==> src/rtl/tmr_pkg.sv <==
`timescale 1ns/1ps
package tmr_pkg;
   // control word bit positions
   localparam int CB_ONESHOT  = 0;
   localparam int CB_WIDE     = 1;
   localparam int CB_PRE_LO   = 2;
   localparam int CB_PRE_HI   = 3;
   localparam int CB_IE       = 5;
   localparam int CB_PERIODIC = 6;
   localparam int CB_RUN      = 7;
   localparam int CTL_W       = 8;

   localparam logic [CTL_W-1:0] CTL_KEEP     = 8'hEF;
   localparam logic [CTL_W-1:0] CTL_AT_RESET = 8'h20;

   typedef enum logic [2:0] {
      RI_LOAD   = 3'd0,
      RI_VALUE  = 3'd1,
      RI_CTRL   = 3'd2,
      RI_ICLR   = 3'd3,
      RI_RAW    = 3'd4,
      RI_MASKED = 3'd5,
      RI_BGLOAD = 3'd6
   } reg_idx_e;
endpackage

==> src/rtl/tmr_prescale.sv <==
`timescale 1ns/1ps
module tmr_prescale #(
   parameter int DIV_A_LOG2 = 4,
   parameter int DIV_B_LOG2 = 8
) (
   input  logic       clk,
   input  logic       rst_n,
   input  logic       run,
   input  logic       tick_en,
   input  logic [1:0] sel,
   output logic       step
);
   localparam int PW = DIV_B_LOG2;

   generate
      if (DIV_A_LOG2 < 1 || DIV_A_LOG2 >= DIV_B_LOG2 || DIV_B_LOG2 > 16) begin : g_bad_div
         $error("tmr_prescale: need 1 <= DIV_A_LOG2 < DIV_B_LOG2 <= 16");
      end
   endgenerate

   logic [PW-1:0] pcnt_q;
   logic          lo_full, hi_full, live;

   always_ff @(posedge clk) begin
      if (!rst_n)       pcnt_q <= '0;
      else if (!run)    pcnt_q <= '0;
      else if (tick_en) pcnt_q <= pcnt_q + 1'b1;
   end

   assign lo_full = &pcnt_q[DIV_A_LOG2-1:0];
   assign hi_full = &pcnt_q;
   assign live    = run & tick_en;

   always_comb begin
      unique case (sel)
         2'b01:   step = live & lo_full;
         2'b10:   step = live & hi_full;
         default: step = live;
      endcase
   end
endmodule

==> src/rtl/tmr_count.sv <==
`timescale 1ns/1ps
module tmr_count #(
   parameter int CNT_W  = 32,
   parameter int HALF_W = 16
) (
   input  logic             clk,
   input  logic             rst_n,
   input  logic             step,
   input  logic             load_we,
   input  logic [CNT_W-1:0] load_val,
   input  logic [CNT_W-1:0] reload_val,
   input  logic             wide,
   input  logic             periodic,
   input  logic             oneshot,
   output logic [CNT_W-1:0] value,
   output logic             expire
);
   localparam logic [CNT_W-1:0] FULL_MAX = '1;
   localparam logic [CNT_W-1:0] HALF_MAX = CNT_W'({HALF_W{1'b1}});

   generate
      if (HALF_W < 1 || HALF_W >= CNT_W) begin : g_bad_width
         $error("tmr_count: HALF_W must lie in 1..CNT_W-1");
      end
   endgenerate

   logic [CNT_W-1:0] count_q, count_d, mask;

   assign mask   = wide ? FULL_MAX : HALF_MAX;
   assign value  = count_q & mask;
   assign expire = step & (value == '0);

   always_comb begin
      count_d = count_q;
      if (load_we)
         count_d = load_val & mask;
      else if (expire) begin
         if (oneshot)       count_d = '0;
         else if (periodic) count_d = reload_val & mask;
         else               count_d = mask;
      end else if (step)
         count_d = (value - 1'b1) & mask;
   end

   always_ff @(posedge clk) begin
      if (!rst_n) count_q <= '0;
      else        count_q <= count_d;
   end
endmodule

==> src/rtl/tmr_regs.sv <==
`timescale 1ns/1ps
module tmr_regs
   import tmr_pkg::*;
#(
   parameter int CNT_W  = 32,
   parameter int ADDR_W = 3
) (
   input  logic              clk,
   input  logic              rst_n,
   input  logic              bus_valid,
   input  logic              bus_write,
   input  logic [ADDR_W-1:0] bus_addr,
   input  logic [CNT_W-1:0]  bus_wdata,
   input  logic [CNT_W-1:0]  value,
   input  logic              expire,
   output logic [CTL_W-1:0]  ctrl_q,
   output logic [CNT_W-1:0]  reload_q,
   output logic              raw_q,
   output logic              load_we,
   output logic [CNT_W-1:0]  bus_rdata
);
   function automatic logic at(input logic [ADDR_W-1:0] a, input reg_idx_e idx);
      return a == ADDR_W'(idx);
   endfunction

   logic wr, rd;
   assign wr      = bus_valid & bus_write;
   assign rd      = bus_valid & ~bus_write;
   assign load_we = wr & at(bus_addr, RI_LOAD);

   always_ff @(posedge clk) begin
      if (!rst_n) begin
         ctrl_q   <= CTL_AT_RESET;
         reload_q <= '0;
         raw_q    <= 1'b0;
      end else begin
         if (wr & at(bus_addr, RI_CTRL))
            ctrl_q <= bus_wdata[CTL_W-1:0] & CTL_KEEP;
         else if (expire & ctrl_q[CB_ONESHOT])
            ctrl_q[CB_RUN] <= 1'b0;

         if (wr & (at(bus_addr, RI_LOAD) | at(bus_addr, RI_BGLOAD)))
            reload_q <= bus_wdata;

         if (expire)
            raw_q <= 1'b1;
         else if (wr & at(bus_addr, RI_ICLR))
            raw_q <= 1'b0;
      end
   end

   always_comb begin
      bus_rdata = '0;
      if (rd) begin
         if (at(bus_addr, RI_LOAD) | at(bus_addr, RI_BGLOAD)) bus_rdata = reload_q;
         else if (at(bus_addr, RI_VALUE))  bus_rdata = value;
         else if (at(bus_addr, RI_CTRL))   bus_rdata = CNT_W'(ctrl_q);
         else if (at(bus_addr, RI_RAW))    bus_rdata = CNT_W'(raw_q);
         else if (at(bus_addr, RI_MASKED)) bus_rdata = CNT_W'(raw_q & ctrl_q[CB_IE]);
      end
   end
endmodule

==> src/rtl/tmr_down_core.sv <==
`timescale 1ns/1ps
module tmr_down_core
   import tmr_pkg::*;
#(
   parameter int CNT_W      = 32,
   parameter int HALF_W     = 16,
   parameter int DIV_A_LOG2 = 4,
   parameter int DIV_B_LOG2 = 8,
   parameter int ADDR_W     = 3
) (
   input  logic              clk,
   input  logic              rst_n,
   input  logic              tick_en,
   input  logic              bus_valid,
   input  logic              bus_write,
   input  logic [ADDR_W-1:0] bus_addr,
   input  logic [CNT_W-1:0]  bus_wdata,
   output logic [CNT_W-1:0]  bus_rdata,
   output logic              irq
);
   generate
      if (ADDR_W < 3)   begin : g_bad_addr  $error("tmr_down_core: ADDR_W must be at least 3"); end
      if (CNT_W < CTL_W) begin : g_bad_cnt  $error("tmr_down_core: CNT_W must hold the control word"); end
   endgenerate

   logic [CTL_W-1:0] ctrl_q;
   logic [CNT_W-1:0] reload_q, value;
   logic             raw_q, load_we, step, expire;

   tmr_regs #(.CNT_W(CNT_W), .ADDR_W(ADDR_W)) u_regs (
      .clk(clk), .rst_n(rst_n),
      .bus_valid(bus_valid), .bus_write(bus_write), .bus_addr(bus_addr), .bus_wdata(bus_wdata),
      .value(value), .expire(expire),
      .ctrl_q(ctrl_q), .reload_q(reload_q), .raw_q(raw_q), .load_we(load_we),
      .bus_rdata(bus_rdata)
   );

   tmr_prescale #(.DIV_A_LOG2(DIV_A_LOG2), .DIV_B_LOG2(DIV_B_LOG2)) u_pre (
      .clk(clk), .rst_n(rst_n), .run(ctrl_q[CB_RUN]), .tick_en(tick_en),
      .sel(ctrl_q[CB_PRE_HI:CB_PRE_LO]), .step(step)
   );

   tmr_count #(.CNT_W(CNT_W), .HALF_W(HALF_W)) u_cnt (
      .clk(clk), .rst_n(rst_n), .step(step), .load_we(load_we),
      .load_val(bus_wdata), .reload_val(reload_q),
      .wide(ctrl_q[CB_WIDE]), .periodic(ctrl_q[CB_PERIODIC]), .oneshot(ctrl_q[CB_ONESHOT]),
      .value(value), .expire(expire)
   );

   assign irq = raw_q & ctrl_q[CB_IE];
endmodule

==> config.mk <==
export PLATFORM = sky130hd
export DESIGN_NAME = tmr_down_core
export DESIGN_NICKNAME = d
export VERILOG_FILES = /design/src/rtl/tmr_pkg.sv /design/src/rtl/tmr_prescale.sv /design/src/rtl/tmr_count.sv /design/src/rtl/tmr_regs.sv /design/src/rtl/tmr_down_core.sv
export SDC_FILE = /design/constraint.sdc
export NUM_CORES = 1
export LEC_CHECK = 0
export BUFFER_PORTS_ARGS = -buffer_cell sky130_fd_sc_hd__buf_2
export CORE_MARGIN = 4
export CORE_UTILIZATION = 58
export DETAILED_ROUTE_END_ITERATION = 6
export PLACE_DENSITY_LB_ADDON = 0.25
export SLEW_MARGIN = 40
export SYNTH_ARGS = -nofsm -noshare
export SYNTH_HDL_FRONTEND = slang
export SYNTH_SLANG_ARGS = --single-unit
==> constraint.sdc <==
create_clock -name clk -period 2.9 [get_ports clk]
set_input_delay 0.145 -clock clk [delete_from_list [all_inputs] [get_ports clk]]
set_output_delay 0.145 -clock clk [all_outputs]
set_load 0.05 [all_outputs]
# Yosys cells after proc, flatten, opt, wreduce, memory -nomap -nowiden

Index checks and enable logic that the tools add are counted.

Flip-flop bits (word level): 80
Bits of input ports: 40
Output and inout bits: 33
Word-level logic and storage cells: 60

Reduce and logical (&&, ||, !) cells: 8
Eq/ne operators: 8
Bitwise gates (word level): 19
Multiplexer cells: 17
$add $sub $neg: 2

Operator list:

| cell                  | number |
|---|---|
| $mux 32               | 12 |
| $and 32x32->32        | 4 |
| $logic_not 32->1      | 1 |
| $sub 32x1->32 const B | 1 |
| $and 1x1->1           | 13 |
| $eq 3x3->1 const B    | 3 |
| $add 8x1->8 const B   | 1 |
| $reduce_and 8->1      | 1 |
| $eq 3x2->1 const B    | 2 |
| $mux 1                | 4 |
| $reduce_and 4->1      | 1 |
| $reduce_bool 2->1     | 2 |
| $eq 3x1->1 const B    | 1 |
| $logic_not 3->1       | 1 |
| $reduce_bool 3->1     | 1 |
| $eq 2x1->1 const B    | 1 |
| $eq 2x2->1 const B    | 1 |
| $pmux 1 s2            | 1 |
| $reduce_and 2->1      | 1 |
| $not 1->1             | 1 |
| $or 1x1->1            | 1 |

# Depth between registers and ports, before layout

Gate-level depths: netlist of run 1.

Depth after elaboration: 7
Mapped depth: 12
Gate-level depth less buffers: 9

# Cells and area by module

Synthesis of run 1 repeated with hierarchy kept, for this count alone.

Cell total of the unflattened synthesis: 745
Area total of the unflattened synthesis: 5585.4 um^2

Modules (own cells, without submodules):

| module        | sequential area each (um^2) | instances | area each (um^2) | cells each |
|---|---|---|---|---|
| tmr_count     | 640.6                       | 1         | 2960.3           | 428 |
| tmr_regs      | 800.8                       | 1         | 2233.4           | 273 |
| tmr_prescale  | 160.2                       | 1         | 385.4            | 43 |
| tmr_down_core | 0.0                         | 1         | 6.3              | 1 |

# Worst setup path after synthesis of run 1

Ideal clock, no wire load.

Path type: input port to output port
From: input port bus_addr[0]
To: output port bus_rdata[21]
Slack: 0.255 ns
Arrival time: 2.500 ns
Path buffers: 3
Cell stages on the path: 8
Data required time: 2.755 ns
Cell sequence: clkbuf_1 inv_1 nor3_1 and2_0 clkbuf_1 clkbuf_1 a22oi_1 nor2_1

Word-level cells in the longest chain between the ends: 6
Elaborated cells on any way between the ends: 11
Those cells by class: 4 x eq/ne; 5 x mux; 1 x bitwise; 1 x reduce/logical

RTL lines:

| what        | line                | text |
|---|---|---|
| from (decl) | tmr_down_core.sv:16 | `input logic [ADDR_W-1:0] bus_addr,` |
| $eq 3x3->1  | tmr_regs.sv:23      | `return a == ADDR_W'(idx);` |
| $mux 32     | tmr_regs.sv:58      | `else if (at(bus_addr, RI_RAW)) bus_rdata = CNT_W'(raw_q);` |
| $mux 32     | tmr_regs.sv:57      | `else if (at(bus_addr, RI_CTRL)) bus_rdata = CNT_W'(ctrl_q);` |
| $mux 32     | tmr_regs.sv:56      | `else if (at(bus_addr, RI_VALUE)) bus_rdata = value;` |
| $mux 32 (*) | tmr_regs.sv:55      | `if (at(bus_addr, RI_LOAD) \| at(bus_addr, RI_BGLOAD)) bus_rdata = reload_q;` |
| $mux 32 (*) | tmr_regs.sv:54      | `if (rd) begin` |
| to (decl)   | tmr_down_core.sv:18 | `output logic [CNT_W-1:0] bus_rdata,` |

Mark *: on every way between the ends. The rest lies on a longest branch, timed or not.

# Worst setup path after layout of run 1

From: register u_cnt.count_q[16]
To: register u_cnt.count_q[9]

Word-level cells in the longest chain between the ends: 5
Elaborated cells on any way between the ends: 6
Those cells by class: 2 x mux; 2 x bitwise; 2 x reduce/logical

RTL lines:

| what                   | line            | text |
|---|---|---|
| from (decl)            | tmr_count.sv:27 | `logic [CNT_W-1:0] count_q, count_d, mask;` |
| from (signal assigned) | tmr_count.sv:47 | `else count_q <= count_d;` |
| $and 32x32->32 (*)     | tmr_count.sv:30 | `assign value = count_q & mask;` |
| $logic_not 32->1 (*)   | tmr_count.sv:31 | `assign expire = step & (value == '0);` |
| $and 1x1->1 (*)        | tmr_count.sv:31 |  |
| $mux 32                | tmr_count.sv:37 | `else if (expire) begin` |
| $mux 32                | tmr_count.sv:35 | `if (load_we)` |

Marked as above.
A chain may end at the register's enable or synchronous reset.

==> results of run 1 <==
## layer usage
metal	share of wire [%]	up-vias	GRT usage, %
met2	46	359	50.9
met5	0	-	0
met1	41	2639	42.4
li1	-	2635	-
met3	11	46	6.75
met4	2.6	0	13.7
## cell families after synthesis
group / count (synthesis)
and+or+nand+nor: 286
xor gates and xnor gates: 19
buffers and inverters: 73
AOI/OAI and AO/OA: 225
adders and majority gates: 3
muxes: 9
DFF: 80
## registers in the layout, summed over array words and instances (netlist names)
name / flops
u_cnt.count_q: 32
u_pre.pcnt_q: 8
u_regs.ctrl_q: 7
u_regs.raw_q: 1
u_regs.reload_q: 32
## Yosys cell counts (8+ instances only)
cell type                  instances
sky130_fd_sc_hd__a22oi_1          28
sky130_fd_sc_hd__mux2i_1           9
sky130_fd_sc_hd__o31ai_1           8
sky130_fd_sc_hd__inv_1            16
sky130_fd_sc_hd__nand3_1          19
sky130_fd_sc_hd__nor3_1           17
sky130_fd_sc_hd__nand2b_1         10
sky130_fd_sc_hd__o21ai_0          47
sky130_fd_sc_hd__nor2_1           77
sky130_fd_sc_hd__a31oi_1          14
sky130_fd_sc_hd__nor4_1           12
sky130_fd_sc_hd__clkbuf_1         39
sky130_fd_sc_hd__dfxtp_1          80
sky130_fd_sc_hd__nand2_1         101
sky130_fd_sc_hd__a21oi_1          70
sky130_fd_sc_hd__xor2_1           13
## area by class of cell
class | instances | area (um^2)
Sequential cell | 80 | 1600
Multi-Input combinational cell | 542 | 3130
Clock inverter | 5 | 63.8
Timing Repair Buffer | 107 | 623
Tap cell | 105 | 131
Inverter | 18 | 67.6
Fill cell | 724 | 2570
Clock buffer | 11 | 151
## critical path: stages, from the launching register on
cell                       delay (ns)
sky130_fd_sc_hd__dfxtp_1         0.38
sky130_fd_sc_hd__or4_1           0.69
sky130_fd_sc_hd__o31ai_4         0.36
sky130_fd_sc_hd__and4_2          0.31
sky130_fd_sc_hd__nand3_2         0.25
sky130_fd_sc_hd__buf_4           0.27
sky130_fd_sc_hd__a211oi_1        0.22
sky130_fd_sc_hd__nor4_1          0.08
## worst paths after layout
path                                                 startpoint                               end  slack, ns
worst max-delay path             u_cnt.count_q[16]$_SDFFE_PN0P_     u_cnt.count_q[9]$_SDFFE_PN0P_       0.22
worst min-delay path                              bus_wdata[12]  u_regs.reload_q[12]$_SDFFE_PN0P_      0.004
worst max register to register   u_cnt.count_q[16]$_SDFFE_PN0P_     u_cnt.count_q[9]$_SDFFE_PN0P_       0.22
worst min register to register  u_regs.reload_q[6]$_SDFFE_PN0P_   u_regs.reload_q[6]$_SDFFE_PN0P_       0.46
## metrics by stage
step / hold slack [ns] / std cells / total power, mW
3_5_place_dp: 0.401 / 852 / 1.58
2_1_floorplan: 0.270 / 695 / 1.44
5_1_grt: 0.0223 / 868 / 2.56
6_report: 0.00376 / 868 / 2.48
3_3_place_gp: 0.397 / 852 / 1.57
4_1_cts: 0.00870 / 868 / 2.47
## report_power, final
group          switching, mW  internal, mW
logic                  0.272         0.152
clock network          0.465         0.451
registers             0.0225          1.12
total                  0.760          1.72
==> summary by stage, run 1 <==
Final layout
The total non-filler cell area in the finished layout is 0.00577 mm^2. The antenna diode count is 0. The final core area utilization is 69.2%.

Compared with the post-synthesis result, the final layout area differs by 14.0%. The fraction of final layout cells with drive strength greater than 1 is 19.0%. After the last flow step, the layout net total stands at 801. The most common cell after layout, fill and taps aside is sky130_fd_sc_hd__nand2_1. Leaving out fill and tap cells, the most frequent cells in the layout are sky130_fd_sc_hd__nand2_1, sky130_fd_sc_hd__dfxtp_1, sky130_fd_sc_hd__nor2_1.

Global route
The first-pass GRT wire length is 26.4 mm. The initial antenna violation count is 0. The remaining global-route overflow is 0.

The number of global-route vias before repair came to 5362. Entering global routing, the biggest net connects 40 pins. Across every metal layer, demand over resource in global routing totals 32.1%.

Routing
The wire length after detailed routing is 16.4 mm. The count of nets left with antenna violations after detail routing is 0. The final routed wire length divided by cell count is 18.9 um. In the routed design, unresolved DRC markers number 0.

The iteration-0 DRC count of the detailed router is 607. The pre-antenna-repair detailed-routing pass consisted of 6 iterations. In the routed layout, each cell is associated on average with a via count of 6.54. The vias after detailed routing is 5679.

Timing
For the pin with the worst max-slew slack, the measured transition is 0.739 ns. The setup slack after layout is 0.219 ns. In this run the tightest slew margin relative to its limit is 50.7%. In the final timing run, aggregate negative setup slack is 0 ns. The highest clock frequency the design can meet is 373 MHz. The number of setup violations in the final report is 0. The hold violation count in the final report is 0. The worst path uses 92.4% of the clock period. The max-slew violation count is 0. Counting I/O delays and the setup requirement, the final critical path takes 2.68 ns. Setup repair after global routing left no endpoint under its margin.

The setup clock skew after layout is 0.00998 ns.

Power and ir drop
The power per unit of standard cell area is 430 mW/mm^2. Across the VDD grid, the largest voltage drop is 0.232 mV. The leakage component of the power is 2.24 nW.

Yosys
The synthesis warning total is 0. The fraction of synthesized cell area taken by the top area cell type is 31.6%. The count of distinct cell types in the synthesized netlist is 71.

After synthesis the netlist holds a flip-flop and latch count of 80. The number of synthesized flops with an enable pin is 0. The synthesized net count is 738.

Multiplexer cells account for 1.78% of the synthesized area. The cell type contributing the most total cell area after synthesis is sky130_fd_sc_hd__dfxtp_1. Of the synthesized area, sequential elements account for 31.6%. The post-synthesis instance area is 0.00506 mm^2. The average instance area after synthesis is 7.29 um^2. Yosys attributes the largest share of cell area to sky130_fd_sc_hd__dfxtp_1, sky130_fd_sc_hd__nand2_1, sky130_fd_sc_hd__a21oi_1. The post-synthesis xor/xnor area fraction is 3.29%. The compound-cell area share of the yosys netlist is 28.5%. The dominant synthesized flop cell is sky130_fd_sc_hd__dfxtp_1. The post-synthesis instance total is 695. Summing the areas of all and, or, nand and nor instances in the mapped netlist gives 27.3% of the synthesized area.

Of all flip-flops after synthesis, the portion carrying an async set or reset was 0%. The dominant combinational cell family by area after synthesis is compound AO/OA/AOI/OAI gates. Summing the areas of all fa, ha and maj instances in the mapped netlist gives 0.741% of the synthesized area.

Die
The effective utilization at floorplan is 60.7%. The floorplan step defined a core boundary enclosing 0.00834 mm^2. The cell row count is 33. The floorplan step set the die height to 101 um. The top-level port count is 73. The die extent in x is 101 um.

The die covers 0.0103 mm^2.

CTS
The number of buffers added for setup after CTS is 0. The TritonCTS buffer count is 9. The root buffer cell chosen for the clock tree is sky130_fd_sc_hd__clkbuf_8.

The clock-pin slew of the registers on the worst-case setup and hold paths is 0.09 ns. The clock tree from TritonCTS is yes. The number of H-tree branching levels is 3. The maximum buffer depth of the clock tree is 2. The insertion delay to the later sink of the worst-skew pair is 0.38 ns. After clock tree synthesis, the repair step resized 0 gates.

For this design, the CTS-stage hold fixing added 0 buffers. The number of sinks on the clock net is 80.

Worst setup path
The worst setup path category is flop to flop. Data on the critical path arrives at its endpoint at 2.93 ns. The worst setup path is captured at a flop. For the worst setup path, the data required time is 3.15 ns. STA classifies the critical path startpoint as a flop.

Measured in cells, the most critical reg-to-reg path has a length of 7. The maximum fanout along the worst path is 9.

Placement
During placement, the flow inserted port buffers numbering 72. The minimum setup slack after placement is 0.281 ns. Once placement finished, the instance area stood at 0.00556 mm^2.

The placed wire-length estimate after detailed placement is 11.3 mm. The final estimated routing congestion in global placement is 0.992.

Flow run
Across the run, the number of max-cap violations was 0.

Min path
The worst hold path depth is 3. The class of the tightest hold or removal check is input port to flop.

Status
The run finished with clean final reports.
No activity file was read; power rests on OpenSTA's default activity.
==> run 2, diff against run 1 <==
- ABC_AREA: default -> 1
- CORE_UTILIZATION: 58 -> 59
==> run 2 against run 1 <==
Net effect:
- global-route usage shrank 3.1 points
- register-to-register slack gained 0.52 ns
- cell count grew 26%
- via count grew 6.8%
- largest power group unchanged
- sequential cell count is the same
- synthesized cell count grew 30%
- worst setup slack gained 0.52 ns
- non-clock buffer count shrank 21
==> summary by stage, run 2 <==
Final layout
In the layout the commonest cells are sky130_fd_sc_hd__nand2_1, sky130_fd_sc_hd__nor2_1, sky130_fd_sc_hd__inv_1. The final core area utilization is 67.1% (-2.1 points). The number of inserted filler cells in the final layout was 886 (+22%).

The fraction of final layout cells with drive strength greater than 1 is 17.5% (-1.5 points). The antenna diode count was 0 (unchanged). The area growth from synthesis to layout is 10.7%. The most common cell after layout, fill and taps aside is sky130_fd_sc_hd__nand2_1. The total non-filler cell area in the finished layout is 0.00620 mm^2 (+7.4%). The final net count is 1000 (+25%). The multi-input combinational cell area is 0.00338 mm^2 (+7.9%). The area taken by flip-flops and latches is 0.00160 mm^2 (unchanged). In the final layout, the registers with the most flip-flops are u_cnt.count_q: 32 flops, u_regs.reload_q: 32 flops, u_pre.pcnt_q: 8 flops. The number of non-filler instances in the completed layout is 1091 (+26%).

Die
The area of the core is 0.00924 mm^2 (+11%). The cell row count was 35 (+6.1%). The top-level port count is 73 (unchanged). The area enclosed by the die boundary is 0.0111 mm^2 (+8.1%).

The effective utilization at floorplan is 60.6% (-0.090 points). The height of the chip is 105 um (+3.9%). The die extent in x is 105 um (+3.9%).

Min path
The startpoint identified for the worst hold timing path is bus_wdata[25]. The class of the tightest hold or removal check is input port to flop.

Yosys
The average instance area after synthesis is 6.20 um^2 (-15%). After synthesis, the most frequently instantiated cells are sky130_fd_sc_hd__nand2_1, sky130_fd_sc_hd__nor2_1, sky130_fd_sc_hd__inv_1. Of all cell types, the one taking the most synthesized area is sky130_fd_sc_hd__dfxtp_1. The number of synthesized flops with an enable pin is 0 (unchanged). The area fraction in and, or, nand and nor cells after synthesis was 35.7% (+8.4 points). The count of distinct cell types in the synthesized netlist was 42 (-41%). The most common cell in the synthesized netlist is sky130_fd_sc_hd__nand2_1. The post-synthesis instance total is 904 (+30%).

The fraction of synthesized cell area taken by the top area cell type came to 28.6% (-3.0 points). The adder-cell area share of the yosys netlist is 0.670% (-0.071 points). The fraction of the yosys area taken by sequential cells is 28.6% (-3.0 points).

The post-synthesis instance area is 0.00560 mm^2 (+11%). The synthesized net count was 947 (+28%). The number of register bits inferred by synthesis came to 80 (unchanged). The share of synthesized area spent on multiplexers is 0% (-1.8 points).

The dominant synthesized flop cell is sky130_fd_sc_hd__dfxtp_1. The compound-cell area share of the yosys netlist was 22.2% (-6.3 points). The proportion of register bits with asynchronous set or reset after synthesis is 0% (unchanged). The synthesis warning total is 0 (unchanged). The post-synthesis xor/xnor area fraction came to 1.72% (-1.6 points). By area, the combinational part of the netlist is dominated by simple AND/OR/NAND/NOR gates.

After synthesis, the cell types taking the most area are sky130_fd_sc_hd__dfxtp_1, sky130_fd_sc_hd__nand2_1, sky130_fd_sc_hd__nor2_1.

Power and ir drop
The sequential fraction of design power was 46.4% (+0.4 points). The switching fraction of total power is 32.7% (+2.1 points). The worst supply voltage drop on vdd came to 0.213 mV (-8.1%).

The total power after layout is 2.51 mW (+1.3%). The power per unit of standard cell area is 405 mW/mm^2 (-5.7%). The clock network fraction of total power was 34.0% (-2.9 points). The leakage component of the power was 2.98 nW (+33%).

The combinational share of power is 19.7% (+2.6 points). The switching power is 0.822 mW (+8.2%). The design internal power was 1.69 mW (-1.8%).

Worst setup path
The worst setup path category is flop to flop. The timing endpoint of the critical path is u_cnt.count_q[27]$_SDFFE_PN0P_. STA classifies the critical path endpoint as a flop. The required time at the endpoint of the critical path is 3.15 ns (about the same).

The most critical setup path has its startpoint at u_cnt.count_q[0]$_SDFFE_PN0P_. The maximum fanout along the worst path is 20 (+11). The number of cells on the worst reg-to-reg path is 11 (+4). The worst register-to-register path ends at u_cnt.count_q[27]$_SDFFE_PN0P_. The startpoint of the worst register-to-register path is u_cnt.count_q[0]$_SDFFE_PN0P_. The worst setup path is launched from a flop. The data arrival at the endpoint of the critical path is 2.42 ns (-0.51 ns).

The worst reg-to-reg setup slack came to 0.73 ns (+0.52 ns).

CTS
The insertion delay to the later sink of the worst-skew pair was 0.37 ns (about the same). The root buffer cell is sky130_fd_sc_hd__clkbuf_8. The TritonCTS buffer count came to 9 (unchanged).

The number of sinks on the clock net is 80 (unchanged). The maximum buffer depth of the clock tree is 2 (unchanged). The number of H-tree branching levels is 3 (unchanged). TritonCTS built the clock tree. The number of gates resized after cts came to 0 (unchanged). The number of buffers inserted for hold repair after clock tree synthesis was 0 (unchanged). The number of buffers added for setup after CTS is 0 (unchanged).

The clock-pin slew of the registers on the worst-case setup and hold paths is 0.09 ns (about the same).

Timing
The highest clock frequency the design can meet is 462 MHz (+24%). The hold violation count in the final report is 0 (unchanged). The clock period minus worst slack is 2.17 ns (-0.516 ns). The setup clock skew after layout came to 0.0114 ns (+0.00142 ns). The period utilization was 74.7% (-18 points). The headroom to the max-slew limit is 53.3% (+2.6 points). Setup repair after global routing left no endpoint under its margin. The pin slew with the least headroom to its limit is 0.698 ns (-0.0407 ns). The max-slew violation count is 0 (unchanged). The setup TNS came to 0 ns (unchanged).

The number of setup violations in the final report is 0 (unchanged).

Global route
The first-pass GRT wire length came to 26.8 mm (+1.4%). The number of global-route vias before repair is 5503 (+2.6%). The maximum number of pins on one net before global-route repair is 42 (+5.0%). The aggregate global-route resource usage is 29.0% (-3.1 points). The initial antenna violation count was 0 (unchanged). The remaining global-route overflow is 0 (unchanged).

Placement
The count of placed standard cells including taps is 1075 (+26%). The total of buffers placed on input and output ports was 72 (unchanged). The placed wire-length estimate after detailed placement was 11.5 mm (+1.6%).

The placement-stage cell area is 0.00600 mm^2 (+8.1%). The final estimated routing congestion in global placement is 0.980 (-1.3%).

Routing
The count of nets left with antenna violations after detail routing is 0 (unchanged). The iteration-0 DRC count of the detailed router is 481 (-21%). The post-route DRC violation count came to 0 (unchanged). The vias after detailed routing is 6063 (+6.8%). The number of search-and-repair iterations in the first detailed-routing pass is 7 (+1). The per-cell via count in the routed design is 5.56 (-15%). The wire length after detailed routing was 15.9 mm (-3.1%). The final routed wire length divided by cell count is 14.6 um (-23%).

Flow run
The max-cap violation count is 0 (unchanged).

Status
The flow ran to the end, and the final reports show no timing, DRC or antenna violations.
-- run 2: critical path: stages, from the launching register on --
cell and delay [ns]:
sky130_fd_sc_hd__dfxtp_1 0.33, sky130_fd_sc_hd__inv_1 0.09, sky130_fd_sc_hd__ha_1 0.20, sky130_fd_sc_hd__nand2_1 0.12, sky130_fd_sc_hd__nor2_1 0.16, sky130_fd_sc_hd__nand3_1 0.14
sky130_fd_sc_hd__nor2_4 0.19, sky130_fd_sc_hd__nand2_2 0.10, sky130_fd_sc_hd__nor2_4 0.43, sky130_fd_sc_hd__nand2_1 0.13, sky130_fd_sc_hd__nand3_2 0.11, sky130_fd_sc_hd__a21oi_2 0.05
-- run 2: worst min-delay path by stage --
stage	depth (start not counted)	end
2_1_floorplan	1	u_pre.pcnt_q[1]$_SDFFE_PN0P_
3_3_place_gp	3	u_regs.reload_q[25]$_SDFFE_PN0P_
3_5_place_dp	3	u_regs.reload_q[16]$_SDFFE_PN0P_
4_1_cts	3	u_regs.reload_q[25]$_SDFFE_PN0P_
5_1_grt	3	u_regs.reload_q[31]$_SDFFE_PN0P_
6_report	3	u_regs.reload_q[25]$_SDFFE_PN0P_
-- run 2: metal layers --
layer  track usage [%]  part of all wire, %  up-vias  wire length [um]
met5                 0                    0        -                 0
met4              8.62                  1.4        0               218
met3              4.84                  9.2       25              1460
met2              44.9                   44      298              6980
met1              41.3                   45     2707              7220
li1                  -                    -     3033                 -
-- run 2: through the flow --
step                hold slack [ns]  setup WS (ns)
finish                       0.0170          0.735
global route                 0.0344          0.554
CTS                          0.0159          0.764
detailed placement            0.389          0.782
global placement              0.388          0.859
floorplan                     0.234          0.723
-- run 2: layout make-up --
| class | instances | area share (%) |
|---|---|---|
| sequential | 80 | 25.8 |
| clock buffer | 9 | 2.00 |
| clock inverter | 7 | 1.15 |
| timing repair buffer | 86 | 7.51 |
| tap | 129 | 2.60 |
| inverter | 105 | 6.36 |
| multi-input combinational | 675 | 54.6 |
-- run 2: cell families after synthesis --
family | after synthesis
compound gates | 222
xor+xnor | 11
fa+ha+maj | 3
buf+inv | 149
flops | 80
simple gates | 439
-- run 2: power by group through the flow --
stage               combinational (mW)  clock, mW  sequential, mW
floorplan                        0.361          0            1.18
global placement                 0.477          0            1.19
detailed placement               0.483          0            1.19
CTS                              0.486      0.851            1.16
global route                     0.556      0.894            1.17
finish                           0.495      0.853            1.16
